[src/rtl/phase_inv_pkg.sv]
package phase_inv_pkg;

   // state of the serial line within a word period
   typedef enum logic [1:0] {
      LN_IDLE    = 2'd0,
      LN_ALIGNED = 2'd1,
      LN_SHIFTED = 2'd2
   } pei_mode_e;

endpackage

[src/rtl/phase_inv_decide.sv]
// Combinational recoding decision: transition count, threshold, flat guard.
module phase_inv_decide #(
   parameter int WL     = 8,
   parameter bit STRICT = 1'b1
) (
   input  logic [WL-1:0] word_i,
   output logic [WL-1:0] code_o,
   output logic          shift_o
);
   localparam int CW = $clog2(WL);
   localparam logic [CW:0] HALF_C = (CW+1)'(WL/2);

   logic [WL-2:0] edge_v;
   logic [WL-1:0] flip_mask;
   logic [CW:0]   nt;
   logic          over;
   logic [WL-1:0] flipped;
   logic          flat;

   genvar g;
   generate
      for (g = 0; g < WL-1; g++) begin : g_edge
         assign edge_v[g] = word_i[g] ^ word_i[g+1];
      end
      for (g = 0; g < WL; g++) begin : g_mask
         if (((WL-1-g) % 2) == 1) begin : g_flip
            assign flip_mask[g] = 1'b1;
         end else begin : g_keep
            assign flip_mask[g] = 1'b0;
         end
      end
      if (STRICT) begin : g_strict
         assign over = (nt > HALF_C);
      end else begin : g_incl
         assign over = (nt >= HALF_C);
      end
   endgenerate

   always_comb begin
      nt = '0;
      for (int i = 0; i < WL-1; i++) begin
         nt = nt + {{CW{1'b0}}, edge_v[i]};
      end
   end

   assign flipped = word_i ^ flip_mask;
   assign flat    = (flipped == '0) || (flipped == '1);
   assign shift_o = over & ~flat;
   assign code_o  = shift_o ? flipped : word_i;

endmodule

[src/rtl/phase_inv_hold.sv]
// Single-entry holding stage between the handshake and the serializer.
module phase_inv_hold #(
   parameter int WL = 8
) (
   input  logic          clk,
   input  logic          rst_n,
   input  logic          load_i,
   input  logic [WL-1:0] code_i,
   input  logic          shift_i,
   input  logic          take_i,
   output logic [WL-1:0] code_o,
   output logic          shift_o,
   output logic          valid_o
);
   always_ff @(posedge clk or negedge rst_n) begin
      if (!rst_n) begin
         code_o  <= '0;
         shift_o <= 1'b0;
         valid_o <= 1'b0;
      end else if (load_i && !valid_o) begin
         code_o  <= code_i;
         shift_o <= shift_i;
         valid_o <= 1'b1;
      end else if (take_i) begin
         valid_o <= 1'b0;
      end
   end
endmodule

[src/rtl/phase_inv_serial.sv]
// Word-period sequencer: link clock, strobe and phase-placed serial data.
module phase_inv_serial
   import phase_inv_pkg::*;
#(
   parameter int WL = 8
) (
   input  logic          clk,
   input  logic          rst_n,
   input  logic          avail_i,
   input  logic [WL-1:0] code_i,
   input  logic          shift_i,
   output logic          take_o,
   output logic          ser_o,
   output logic          lclk_o,
   output logic          stb_o
);
   localparam int SLOTS = 2*WL;
   localparam int SW    = $clog2(SLOTS);
   localparam logic [SW-1:0] LAST = SW'(SLOTS-1);

   pei_mode_e     mode_q;
   logic [SW-1:0] slot_q;
   logic [WL-1:0] sh_q;
   logic          lclk_q;
   logic          ser_q;
   logic          stb_q;
   logic          boundary;
   logic          load_bit;

   // words start only where the next cycle is a link-clock high half
   assign boundary = !lclk_q && ((mode_q == LN_IDLE) || (slot_q == LAST));
   assign take_o   = boundary && avail_i;
   assign load_bit = (mode_q == LN_ALIGNED) ? slot_q[0] : ~slot_q[0];

   always_ff @(posedge clk or negedge rst_n) begin
      if (!rst_n) begin
         mode_q <= LN_IDLE;
         slot_q <= '0;
         sh_q   <= '0;
         lclk_q <= 1'b0;
         ser_q  <= 1'b0;
         stb_q  <= 1'b0;
      end else begin
         lclk_q <= ~lclk_q;
         if (take_o) begin
            slot_q <= '0;
            stb_q  <= 1'b1;
            if (shift_i) begin
               mode_q <= LN_SHIFTED;
               sh_q   <= code_i;
            end else begin
               mode_q <= LN_ALIGNED;
               ser_q  <= code_i[WL-1];
               sh_q   <= code_i << 1;
            end
         end else if (boundary) begin
            mode_q <= LN_IDLE;
            slot_q <= '0;
            stb_q  <= 1'b0;
         end else if (mode_q != LN_IDLE) begin
            slot_q <= slot_q + SW'(1);
            stb_q  <= (slot_q == '0);
            if (load_bit) begin
               ser_q <= sh_q[WL-1];
               sh_q  <= sh_q << 1;
            end
         end
      end
   end

   assign ser_o  = ser_q;
   assign lclk_o = lclk_q;
   assign stb_o  = stb_q;
endmodule

[src/rtl/phase_inv_enc.sv]
module phase_inv_enc #(
   parameter int WL     = 8,
   parameter bit STRICT = 1'b1
) (
   input  logic          clk,
   input  logic          rst_n,
   input  logic [WL-1:0] in_word,
   input  logic          in_valid,
   output logic          in_ready,
   output logic          ser_data,
   output logic          link_clk,
   output logic          word_start
);
   generate
      if (WL < 4 || (WL % 2) != 0) begin : g_bad_wl
         $error("phase_inv_enc: WL must be even and at least 4");
      end
   endgenerate

   logic [WL-1:0] code_c;
   logic          shift_c;
   logic [WL-1:0] code_h;
   logic          shift_h;
   logic          hold_v;
   logic          take;

   phase_inv_decide #(.WL(WL), .STRICT(STRICT)) u_dec (
      .word_i  (in_word),
      .code_o  (code_c),
      .shift_o (shift_c)
   );

   phase_inv_hold #(.WL(WL)) u_hold (
      .clk     (clk),
      .rst_n   (rst_n),
      .load_i  (in_valid),
      .code_i  (code_c),
      .shift_i (shift_c),
      .take_i  (take),
      .code_o  (code_h),
      .shift_o (shift_h),
      .valid_o (hold_v)
   );

   assign in_ready = ~hold_v;

   phase_inv_serial #(.WL(WL)) u_ser (
      .clk     (clk),
      .rst_n   (rst_n),
      .avail_i (hold_v),
      .code_i  (code_h),
      .shift_i (shift_h),
      .take_o  (take),
      .ser_o   (ser_data),
      .lclk_o  (link_clk),
      .stb_o   (word_start)
   );
endmodule

[config.mk]
export PLATFORM = sky130hd
export DESIGN_NAME = phase_inv_enc
export DESIGN_NICKNAME = d
export VERILOG_FILES = /design/src/rtl/phase_inv_pkg.sv /design/src/rtl/phase_inv_decide.sv /design/src/rtl/phase_inv_hold.sv /design/src/rtl/phase_inv_serial.sv /design/src/rtl/phase_inv_enc.sv
export SDC_FILE = /design/constraint.sdc
export NUM_CORES = 1
export LEC_CHECK = 0
export BUFFER_PORTS_ARGS = -buffer_cell sky130_fd_sc_hd__buf_4
export CAP_MARGIN = 20
export CORE_MARGIN = 2
export CORE_UTILIZATION = 30
export DETAILED_ROUTE_END_ITERATION = 8
export PLACE_DENSITY_LB_ADDON = 0.08
export SYNTH_ARGS = -nofsm -noshare
export SYNTH_HDL_FRONTEND = slang
export SYNTH_SLANG_ARGS = --single-unit
[constraint.sdc]
create_clock -name clk -period 5.1 [get_ports clk]
set_clock_uncertainty 0.05 [all_clocks]
set_input_delay 1.02 -clock clk [delete_from_list [all_inputs] [get_ports clk]]
set_output_delay 1.02 -clock clk [all_outputs]
set_load 0.005 [all_outputs]
==> results of run 1 <==
==> power breakdown <==
group          internal [µW]  switching (µW)  total, µW
Sequential               305            86.5        392
Combinational            197             203        399
Clock                   55.6            72.8        128
Total                    557             362        920
==> path summary, 6_finish.rpt <==
kind / endpoint / slack (ns) / startpoint / depth (start not counted)
min in group asynchronous: u_ser.slot_q[0]$_DFFE_PN0P_ / 0.59 / rst_n / 1
worst min-delay path: u_ser.sh_q[3]$_DFFE_PN0P_ / 0.45 / u_ser.sh_q[3]$_DFFE_PN0P_ / 1
worst max-delay path: u_hold.code_o[0]$_DFFE_PN0P_ / 0.85 / in_word[2] / 14
max in group asynchronous: u_hold.code_o[0]$_DFFE_PN0P_ / 4.16 / rst_n / 1
worst max register to register: u_ser.sh_q[3]$_DFFE_PN0P_ / 2.90 / u_ser.slot_q[0]$_DFFE_PN0P_ / 5
worst min register to register: u_ser.sh_q[3]$_DFFE_PN0P_ / 0.45 / u_ser.sh_q[3]$_DFFE_PN0P_ / 1
==> kinds of logic (layout without fill, tap and decap cells) <==
family / after synthesis / count (layout) / synth area share (%)
buffers and inverters: 22 / 36 / 5.44
multiplexers: 19 / 19 / 12.4
flip-flops: 27 / 27 / 39.7
AO/OA/AOI/OAI: 29 / 29 / 12.7
XOR/XNOR: 7 / 7 / 3.61
AND/OR/NAND/NOR: 46 / 46 / 13.0
adder cells (fa/ha/maj): 16 / 16 / 13.1
==> metrics by stage <==
| stage | hold WS (ns) | instance area (µm²) | worst slack, ns |
|---|---|---|---|
| 3_5_place_dp | 0.423 | 1870 | 0.512 |
| 2_1_floorplan | 0.400 | 1700 | 1.02 |
| 6_report | 0.447 | 1920 | 0.854 |
| 5_1_grt | 0.466 | 1920 | 0.599 |
| 3_3_place_gp | 0.420 | 1870 | 0.640 |
| 4_1_cts | 0.447 | 1920 | 0.815 |
==> flip-flops by register name, indices dropped and copies added (netlist names) <==
signal / count
u_hold.code_o: 8
u_ser.sh_q: 8
u_ser.slot_q: 4
u_ser.mode_q: 2
u_hold.shift_o: 1
u_hold.valid_o: 1
u_ser.lclk_o: 1
u_ser.ser_o: 1
u_ser.stb_o: 1
==> Yosys cell counts (all sizes together) (2+ instances only) <==
cell,instances
ha,13
mux2,14
a221oi,2
nor2,14
mux2i,5
fa,3
xor2,4
inv,18
nand2b,2
buf,4
or3,4
nand2,15
dfrtp,27
a221o,2
nand4,3
nor3,2
a22oi,2
o21ai,10
nand3,2
a31oi,4
xnor2,3
a21oi,3
==> layer usage <==
layer | up-vias | GRT usage (%) | wire [µm]
li1 | 602 | - | -
met1 | 591 | 15.1 | 1620
met4 | 0 | 4.48 | 75
met2 | 19 | 20.5 | 1650
met5 | - | 0 | 0
met3 | 7 | 2.39 | 86
==> final cells by class <==
cell class / instances / area [µm²] / share of cell area, %
tap: 72 / 90.1 / 4.69
sequential: 27 / 676 / 35.2
multi-input combinational: 117 / 932 / 48.6
clock buffer: 3 / 41.3 / 2.15
clock inverter: 1 / 7.51 / 0.391
timing repair buffer: 14 / 105 / 5.48
inverter: 18 / 67.6 / 3.52
==> flow_metrics.env, run 1 <==
export IMPL_hp_class="register to register"
export IMPL_post_route_min_period_ns=4.25
export IMPL_viasPerCell=4.84
export IMPL_grt_max_degree=28
export IMPL_placedCellCount=248
export IMPL_port_buffers=14
export IMPL_row_count=27
export IMPL_crit_arrival_ns=4.40
export IMPL_wl_mm=3.43
export IMPL_postCtsSetupBuffers=0
export IMPL_worstPathRequired_ns=5.25
export IMPL_layout_common_cells="27 x dfrtp_1, 18 x inv_1, 15 x nand2_1"
export IMPL_status="completed"
export IMPL_ir_drop_mv=0.135
export IMPL_cts_reportedPaths_clkPinSlew_ns=0.10
export IMPL_synth_cell_type_count=38
export IMPL_coreArea_um2=5510
export IMPL_relSlewSlack_pct=50.8
export IMPL_stdcell_count=252
export IMPL_crit_fanout=9
export IMPL_grt_pass1_wl_mm=5.95
export IMPL_drt_first_pass_iters=4
export IMPL_first_global_vias=1257
export IMPL_cp_end_kind="register"
export IMPL_yosysTopAreaCell="dfrtp_1"
export IMPL_place_hpwl_mm=2.67
export IMPL_cp_num_buf_inv=5
export IMPL_cts_tree="built"
export IMPL_wl_per_cell_um=13.6
export IMPL_crit_family="adder cells"
export IMPL_crit_type="input port to register"
export IMPL_netlist_instances=166
export IMPL_fmax_ghz=0.235
export IMPL_insertedDiodeCount=0
export IMPL_start_util_pct=30.9
export IMPL_antenna_found_initial=0
export IMPL_worstSetupStartpointType="input port"
export IMPL_dieArea_um2=6290
export IMPL_cts_buffers=3
export IMPL_route_detailed_drc=0
export IMPL_synth_warnings=0
export IMPL_die_w_um=79.3
export IMPL_fillCellCount=572
export IMPL_tightestPinTransition_ns=0.738
export IMPL_crit_chain="buf_4, inv_1, ha_1, inv_1, fa_1, inv_1, fa_1, inv_1, ha_1, fa_1, o22a_1, a22oi_1, o21ai_0, a31oi_1"
export IMPL_critPathMostFrequentCell="inv_1"
export IMPL_ctsHoldBuffers=0
export IMPL_ctsLongestPathBuffers=2
export IMPL_layout_commonest_cell="dfrtp_1"
export IMPL_hold_violations=0
export IMPL_ys_async_sr_fraction_pct=100
export IMPL_postLayoutCoreUtil_pct=34.9
export IMPL_slew_viol_final=0
export IMPL_rsz0062_at_grt="false"
export IMPL_cpPeakStageDelay_ns=0.52
export IMPL_setup_tns_ns=0
export IMPL_post_route_cells_drive_above_1_share_pct=15.0
export IMPL_synth_seq_cells=27
export IMPL_synth_top_area_share_pct=39.7
export IMPL_clkLatencyLatePin_ns=0.28
export IMPL_die_h_um=79.3
export IMPL_nets=208
export IMPL_io_pins=15
export IMPL_netlist_area_um2=1700
export IMPL_numClockSinks=27
export IMPL_synth_edf_count=0
export IMPL_maxCapViolations=0
export IMPL_vias=1219
export IMPL_grt_usage_pct=12.1
export IMPL_synth_area_per_cell_um2=10.2
export IMPL_ys_seq_area_share_pct=39.7
export IMPL_powerDensity_nw_per_um2=479
export IMPL_root_buffer="clkbuf_8"
export IMPL_cpMaxStageDelayCell="fa_1"
export IMPL_dominantRegCellSynth="dfrtp_1"
export IMPL_drt_iter0_drc=37
export IMPL_ant_nets=0
export IMPL_leakagePower_uw=0.000899
export IMPL_final_setup_viol_count=0
export IMPL_gr_total_overflow=0
export IMPL_power_uw=920
export IMPL_finalCritPeriodShare_pct=83.3
export IMPL_cts_max_level=1
export IMPL_synth_area_top_cells="dfrtp_1 40%, ha_1 9.6%, mux2_1 5.3%, inv_1 4.0%, fa_1 3.5%"
export IMPL_area_growth_pct=12.9
export IMPL_syn_nets=193
export IMPL_routabilityCongestion=0.751
export IMPL_cts_resized=0
Note: power is estimated with default switching activity, not from simulation.
==> inputs of run 2 (changes only) <==
==> constraint.sdc (replaced) <==
create_clock -name clk -period 3.6 [get_ports clk]
set_clock_uncertainty 0.05 [all_clocks]
set_input_delay 0.72 -clock clk [delete_from_list [all_inputs] [get_ports clk]]
set_output_delay 0.72 -clock clk [all_outputs]
set_load 0.005 [all_outputs]
==> run 2 against run 1 <==
  * Clock power increased by 38%
  * Sequential power increased by 41%
  * Utilization increased by 2.2 points
  * Via count increased by 6.0%
  * Non-clock buffer count increased by 7
  * Final area increased by 6.3%
  * Combinational power increased by 56%
  * Sequential share of layout area decreased by 2.1 points
  * Critical path depth decreased by 1
==> flow_metrics.env, run 2 (synthesis results as in run 1) <==
export IMPL_row_count=27
export IMPL_root_buffer="clkbuf_8"
export IMPL_tightestPinTransition_ns=0.734
export IMPL_reg2reg_to="u_ser.sh_q[4]$_DFFE_PN0P_"
export IMPL_use_met2_pct=22.3
export IMPL_insertedDiodeCount=0
export IMPL_crit_end="u_hold.code_o[0]$_DFFE_PN0P_"
export IMPL_ir_drop_mv=0.176
export IMPL_fmax_ghz=0.282
export IMPL_maxCapViolations=0
export IMPL_cp_end_kind="register"
export IMPL_vias=1292
export IMPL_rrSetupSlack_ns=1.42
export IMPL_status="completed"
export IMPL_hp_class="input port to asynchronous set/reset pin"
export IMPL_worstPathRequired_ns=3.75
export IMPL_pre_cts_ws_ns=-0.304
export IMPL_numClockSinks=27
export IMPL_gr_total_overflow=0
export IMPL_relSlewSlack_pct=51.1
export IMPL_antenna_found_initial=0
export IMPL_placedCellCount=254
export IMPL_ant_nets=0
export IMPL_crit_type="input port to register"
export IMPL_first_global_vias=1341
export IMPL_drt_first_pass_iters=4
export IMPL_post_route_min_period_ns=3.54
export IMPL_die_w_um=79.3
export IMPL_wl_mm=3.66
export IMPL_cts_tree="built"
export IMPL_finalCritPeriodShare_pct=98.4
export IMPL_grt_pass1_wl_mm=6.35
export IMPL_layout_common_cells="27 x dfrtp_1, 17 x buf_4, 15 x nand2_1"
export IMPL_grt_max_degree=28
export IMPL_reg_top3="u_hold.code_o (8), u_ser.sh_q (8), u_ser.slot_q (4)"
export IMPL_cts_buffers=3
export IMPL_grt_usage_pct=12.8
export IMPL_route_detailed_drc=0
export IMPL_viasPerCell=4.97
export IMPL_setup_tns_ns=0
export IMPL_final_setup_viol_count=0
export IMPL_crit_arrival_ns=3.69
export IMPL_met3_usage_pct=2.05
export IMPL_worstSetupStartpointType="input port"
export IMPL_rsz0062_at_grt="true"
export IMPL_layout_commonest_cell="dfrtp_1"
export IMPL_ctsLongestPathBuffers=2
export IMPL_dieArea_um2=6290
export IMPL_slew_viol_final=0
export IMPL_port_buffers=14
export IMPL_clkLatencyLatePin_ns=0.27
export IMPL_drt_iter0_drc=36
export IMPL_place_hpwl_mm=2.89
export IMPL_setup_slack_ns=0.0572
export IMPL_grt_util_met1_pct=16.3
export IMPL_leakagePower_uw=0.000936
export IMPL_r2r_cells=5
export IMPL_io_pins=15
export IMPL_postLayoutCoreUtil_pct=37.0
export IMPL_hold_violations=0
export IMPL_cts_reportedPaths_clkPinSlew_ns=0.10
export IMPL_powerDensity_nw_per_um2=664
export IMPL_die_h_um=79.3
export IMPL_cts_max_level=1
export IMPL_wl_per_cell_um=14.1
export IMPL_start_util_pct=30.9
export IMPL_coreArea_um2=5510
export IMPL_stdcell_count=260
export IMPL_nets=216
export IMPL_area_growth_pct=19.9
export IMPL_routabilityCongestion=0.725
export IMPL_grt_busiest_layer="met2"
export IMPL_post_route_cells_drive_above_1_share_pct=22.9
export IMPL_crit_fanout=5
export IMPL_reg2reg_from="u_ser.slot_q[0]$_DFFE_PN0P_"
export IMPL_worstSetupStartpoint="in_word[5]"
==> run 2: cell count changes in the layout (fill, tap and decap cells not counted) <==
cell / before / now
ha_1: 13 / 10
ha_2: 0 / 1
buf_4: 14 / 17
inv_1: 18 / 13
buf_6: 0 / 2
inv_4: 0 / 2
a22oi_2: 0 / 1
ha_4: 0 / 2
buf_8: 0 / 2
inv_2: 0 / 3
==> run 2: through the flow <==
stage	power, µW	hold slack, ns	instance area [µm²]
after global placement	1150	0.423	1920
final	1350	0.295	2040
after global routing	1500	0.300	2040
after floorplan	984	0.374	1710
after CTS	1350	0.301	1970
after detailed placement	1170	0.420	1920
==> run 2: worst min path at each step <==
| stage | cells past startpoint | startpoint | slack, ns | end |
|---|---|---|---|---|
| after floorplan | 0 | rst_n | 0.37 | u_hold.code_o[0]$_DFFE_PN0P_ |
| after global placement | 1 | u_ser.sh_q[3]$_DFFE_PN0P_ | 0.42 | u_ser.sh_q[3]$_DFFE_PN0P_ |
| after detailed placement | 1 | u_ser.sh_q[3]$_DFFE_PN0P_ | 0.42 | u_ser.sh_q[3]$_DFFE_PN0P_ |
| after CTS | 1 | rst_n | 0.30 | u_ser.mode_q[0]$_DFFE_PN0P_ |
| after global routing | 1 | rst_n | 0.30 | u_ser.mode_q[0]$_DFFE_PN0P_ |
| final | 1 | rst_n | 0.29 | u_ser.stb_o$_DFFE_PN0P_ |
==> run 2: repair_timing <==
item	in CTS	in global routing
pin swaps	2	5
resized for setup	1	13
hold buffers	0	0
endpoints found under the setup margin	1	4
setup buffers	0	1
gates cloned	0	1
==> run 2: layout make-up <==
| type | count | area (µm²) |
|---|---|---|
| clock buffer | 3 | 41.3 |
| multi-input combinational | 118 | 972 |
| tap | 72 | 90.1 |
| inverter | 18 | 72.6 |
| fill | 572 | 3470 |
| timing repair buffer | 21 | 180 |
| clock inverter | 1 | 7.51 |
| sequential | 27 | 676 |
==> run 2: worst max-delay path, cell delays in order <==
cell	delay, ns
buf_8	0.10
ha_4	0.25
inv_2	0.03
fa_1	0.51
inv_2	0.04
fa_1	0.48
inv_1	0.05
ha_2	0.18
fa_1	0.48
o22a_1	0.17
a22oi_2	0.12
or3_1	0.38
a31oi_1	0.17
==> run 2: routing by layer <==
layer,share of wire (%),vias to the layer above
met3,2.6,2
met4,0.52,0
met1,46,654
met2,51,17
li1,-,619
met5,0,-
==> run 2: report_power, final <==
part	switching, µW	total [µW]	internal [µW]
sequential	122	554	433
combinational	310	623	313
clock	98.0	177	78.6
total	530	1350	824
==> inputs of run 3 (changes only) <==
--- a/config.mk
+++ b/config.mk
@@ -10,6 +10,7 @@
 export CORE_MARGIN = 2
 export CORE_UTILIZATION = 30
 export DETAILED_ROUTE_END_ITERATION = 8
+export MAX_ROUTING_LAYER = met4
 export PLACE_DENSITY_LB_ADDON = 0.08
 export SYNTH_ARGS = -nofsm -noshare
 export SYNTH_HDL_FRONTEND = slang
==> run 3 against run 2 <==
  * First-iteration DRC count did not move
  * Global-route usage rose by 0.35 points
  * Power barely moved
  * Maximum frequency barely moved
  * Sequential power barely moved
  * Largest cell class unchanged
==> flow_metrics.env, run 3 (synthesis results as in run 1) <==
export IMPL_antenna_found_initial=0
export IMPL_ant_nets=0
export IMPL_ir_drop_mv=0.176
export IMPL_hold_violations=0
export IMPL_routabilityCongestion=0.733
export IMPL_cts_buffers=3
export IMPL_cts_tree="built"
export IMPL_port_buffers=14
export IMPL_maxUsedRoutingLayer="met4"
export IMPL_vias=1291
export IMPL_row_count=27
export IMPL_powerDensity_nw_per_um2=664
export IMPL_die_w_um=79.3
export IMPL_met2WireLength_mm=1.86
export IMPL_postLayoutCoreUtil_pct=37.0
export IMPL_cp_end_kind="register"
export IMPL_slew_viol_final=0
export IMPL_leakagePower_uw=0.000936
export IMPL_post_route_min_period_ns=3.54
export IMPL_pre_cts_ws_ns=-0.304
export IMPL_wl_mm=3.66
export IMPL_tightestPinTransition_ns=0.734
export IMPL_cts_max_level=1
export IMPL_grt_pass1_wl_mm=6.35
export IMPL_worstSetupStartpointType="input port"
export IMPL_gr_total_overflow=0
export IMPL_viasPerCell=4.97
export IMPL_ctsLongestPathBuffers=2
export IMPL_met1_length_mm=1.69
export IMPL_drt_iter0_drc=36
export IMPL_finalCritPeriodShare_pct=98.4
export IMPL_root_buffer="clkbuf_8"
export IMPL_setup_slack_ns=0.0574
export IMPL_dieArea_um2=6290
export IMPL_maxCapViolations=0
export IMPL_grt_max_degree=28
export IMPL_place_hpwl_mm=2.89
export IMPL_placedCellCount=254
export IMPL_crit_fanout=5
export IMPL_cts_reportedPaths_clkPinSlew_ns=0.10
export IMPL_drt_first_pass_iters=4
export IMPL_crit_type="input port to register"
export IMPL_reg_top3="u_hold.code_o (8), u_ser.sh_q (8), u_ser.slot_q (4)"
export IMPL_die_h_um=79.3
export IMPL_coreArea_um2=5510
export IMPL_fmax_ghz=0.282
export IMPL_wl_per_cell_um=14.1
export IMPL_numClockSinks=27
export IMPL_hp_class="input port to asynchronous set/reset pin"
export IMPL_insertedDiodeCount=0
export IMPL_met3RoutedLength_um=97
export IMPL_clkLatencyLatePin_ns=0.27
export IMPL_layout_common_cells="27 x dfrtp_1, 17 x buf_4, 15 x nand2_1"
export IMPL_rsz0062_at_grt="true"
export IMPL_stdcell_count=260
export IMPL_ctsHoldBuffers=0
export IMPL_final_setup_viol_count=0
export IMPL_status="completed"
export IMPL_crit_arrival_ns=3.69
export IMPL_nets=216
export IMPL_grt_usage_pct=13.1
export IMPL_io_pins=15
export IMPL_route_detailed_drc=0
export IMPL_rrSetupSlack_ns=1.41
export IMPL_first_global_vias=1337
export IMPL_area_growth_pct=19.9
export IMPL_layout_commonest_cell="dfrtp_1"
export IMPL_start_util_pct=30.9
export IMPL_worstPathRequired_ns=3.75
export IMPL_post_route_cells_drive_above_1_share_pct=22.9
export IMPL_relSlewSlack_pct=51.1
==> run 3: cell counts in the layout (fill, tap and decap cells not counted) <==
No cell type changed its count.
==> run 3: routing by layer <==
metal	global-route usage, %	vias to the layer above
met2	22.3	17
met5	-	-
li1	-	619
met3	2.05	2
met1	16.3	653
met4	3.62	0
==> run 3: path summary, 6_finish.rpt <==
check	start	endpoint	depth (start not counted)
worst max-delay path	in_word[5]	u_hold.code_o[0]$_DFFE_PN0P_	13
min in group clk	u_ser.sh_q[3]$_DFFE_PN0P_	u_ser.sh_q[3]$_DFFE_PN0P_	1
worst min-delay path	rst_n	u_ser.stb_o$_DFFE_PN0P_	1
worst max register to register	u_ser.slot_q[0]$_DFFE_PN0P_	u_ser.sh_q[4]$_DFFE_PN0P_	5
max in group asynchronous	rst_n	u_ser.sh_q[4]$_DFFE_PN0P_	1
worst min register to register	u_ser.sh_q[3]$_DFFE_PN0P_	u_ser.sh_q[3]$_DFFE_PN0P_	1
==> run 3: what timing repair did <==
item | in CTS | in global routing
endpoints found under the setup margin | 1 | 4
buffers inserted | 0 | 1
resized for setup | 1 | 13
pin swaps | 2 | 5
cloned | 0 | 1
==> run 3: report_power, final <==
part	internal [µW]	switching [µW]
clock network	78.6	98.1
registers	433	122
logic	313	310
==> run 3: final cells by class <==
class,instances,area (µm²)
repair buffers,21,180
inverters,18,72.6
multi-input cells,118,972
clock buffers,3,41.3
fillers,572,3470
flip-flops and latches,27,676
clock inverters,1,7.51
well taps,72,90.1
==> run 3: per-stage QoR <==
stage                     setup TNS (ns)  hold WS [ns]  total power, µW  cell area, µm²
after floorplan                        0         0.374              984            1710
after global placement            -0.963         0.423             1150            1920
after detailed placement           -1.32         0.420             1170            1920
after CTS                              0         0.301             1350            1970
after global routing              -0.158         0.300             1500            2040
final                                  0         0.294             1350            2040
==> run 3: critical path: stages <==
cell     delay, ns
buf_8         0.10
ha_4          0.25
inv_2         0.03
fa_1          0.51
inv_2         0.04
fa_1          0.48
inv_1         0.05
ha_2          0.18
fa_1          0.48
o22a_1        0.17
a22oi_2       0.12
or3_1         0.38
a31oi_1       0.17
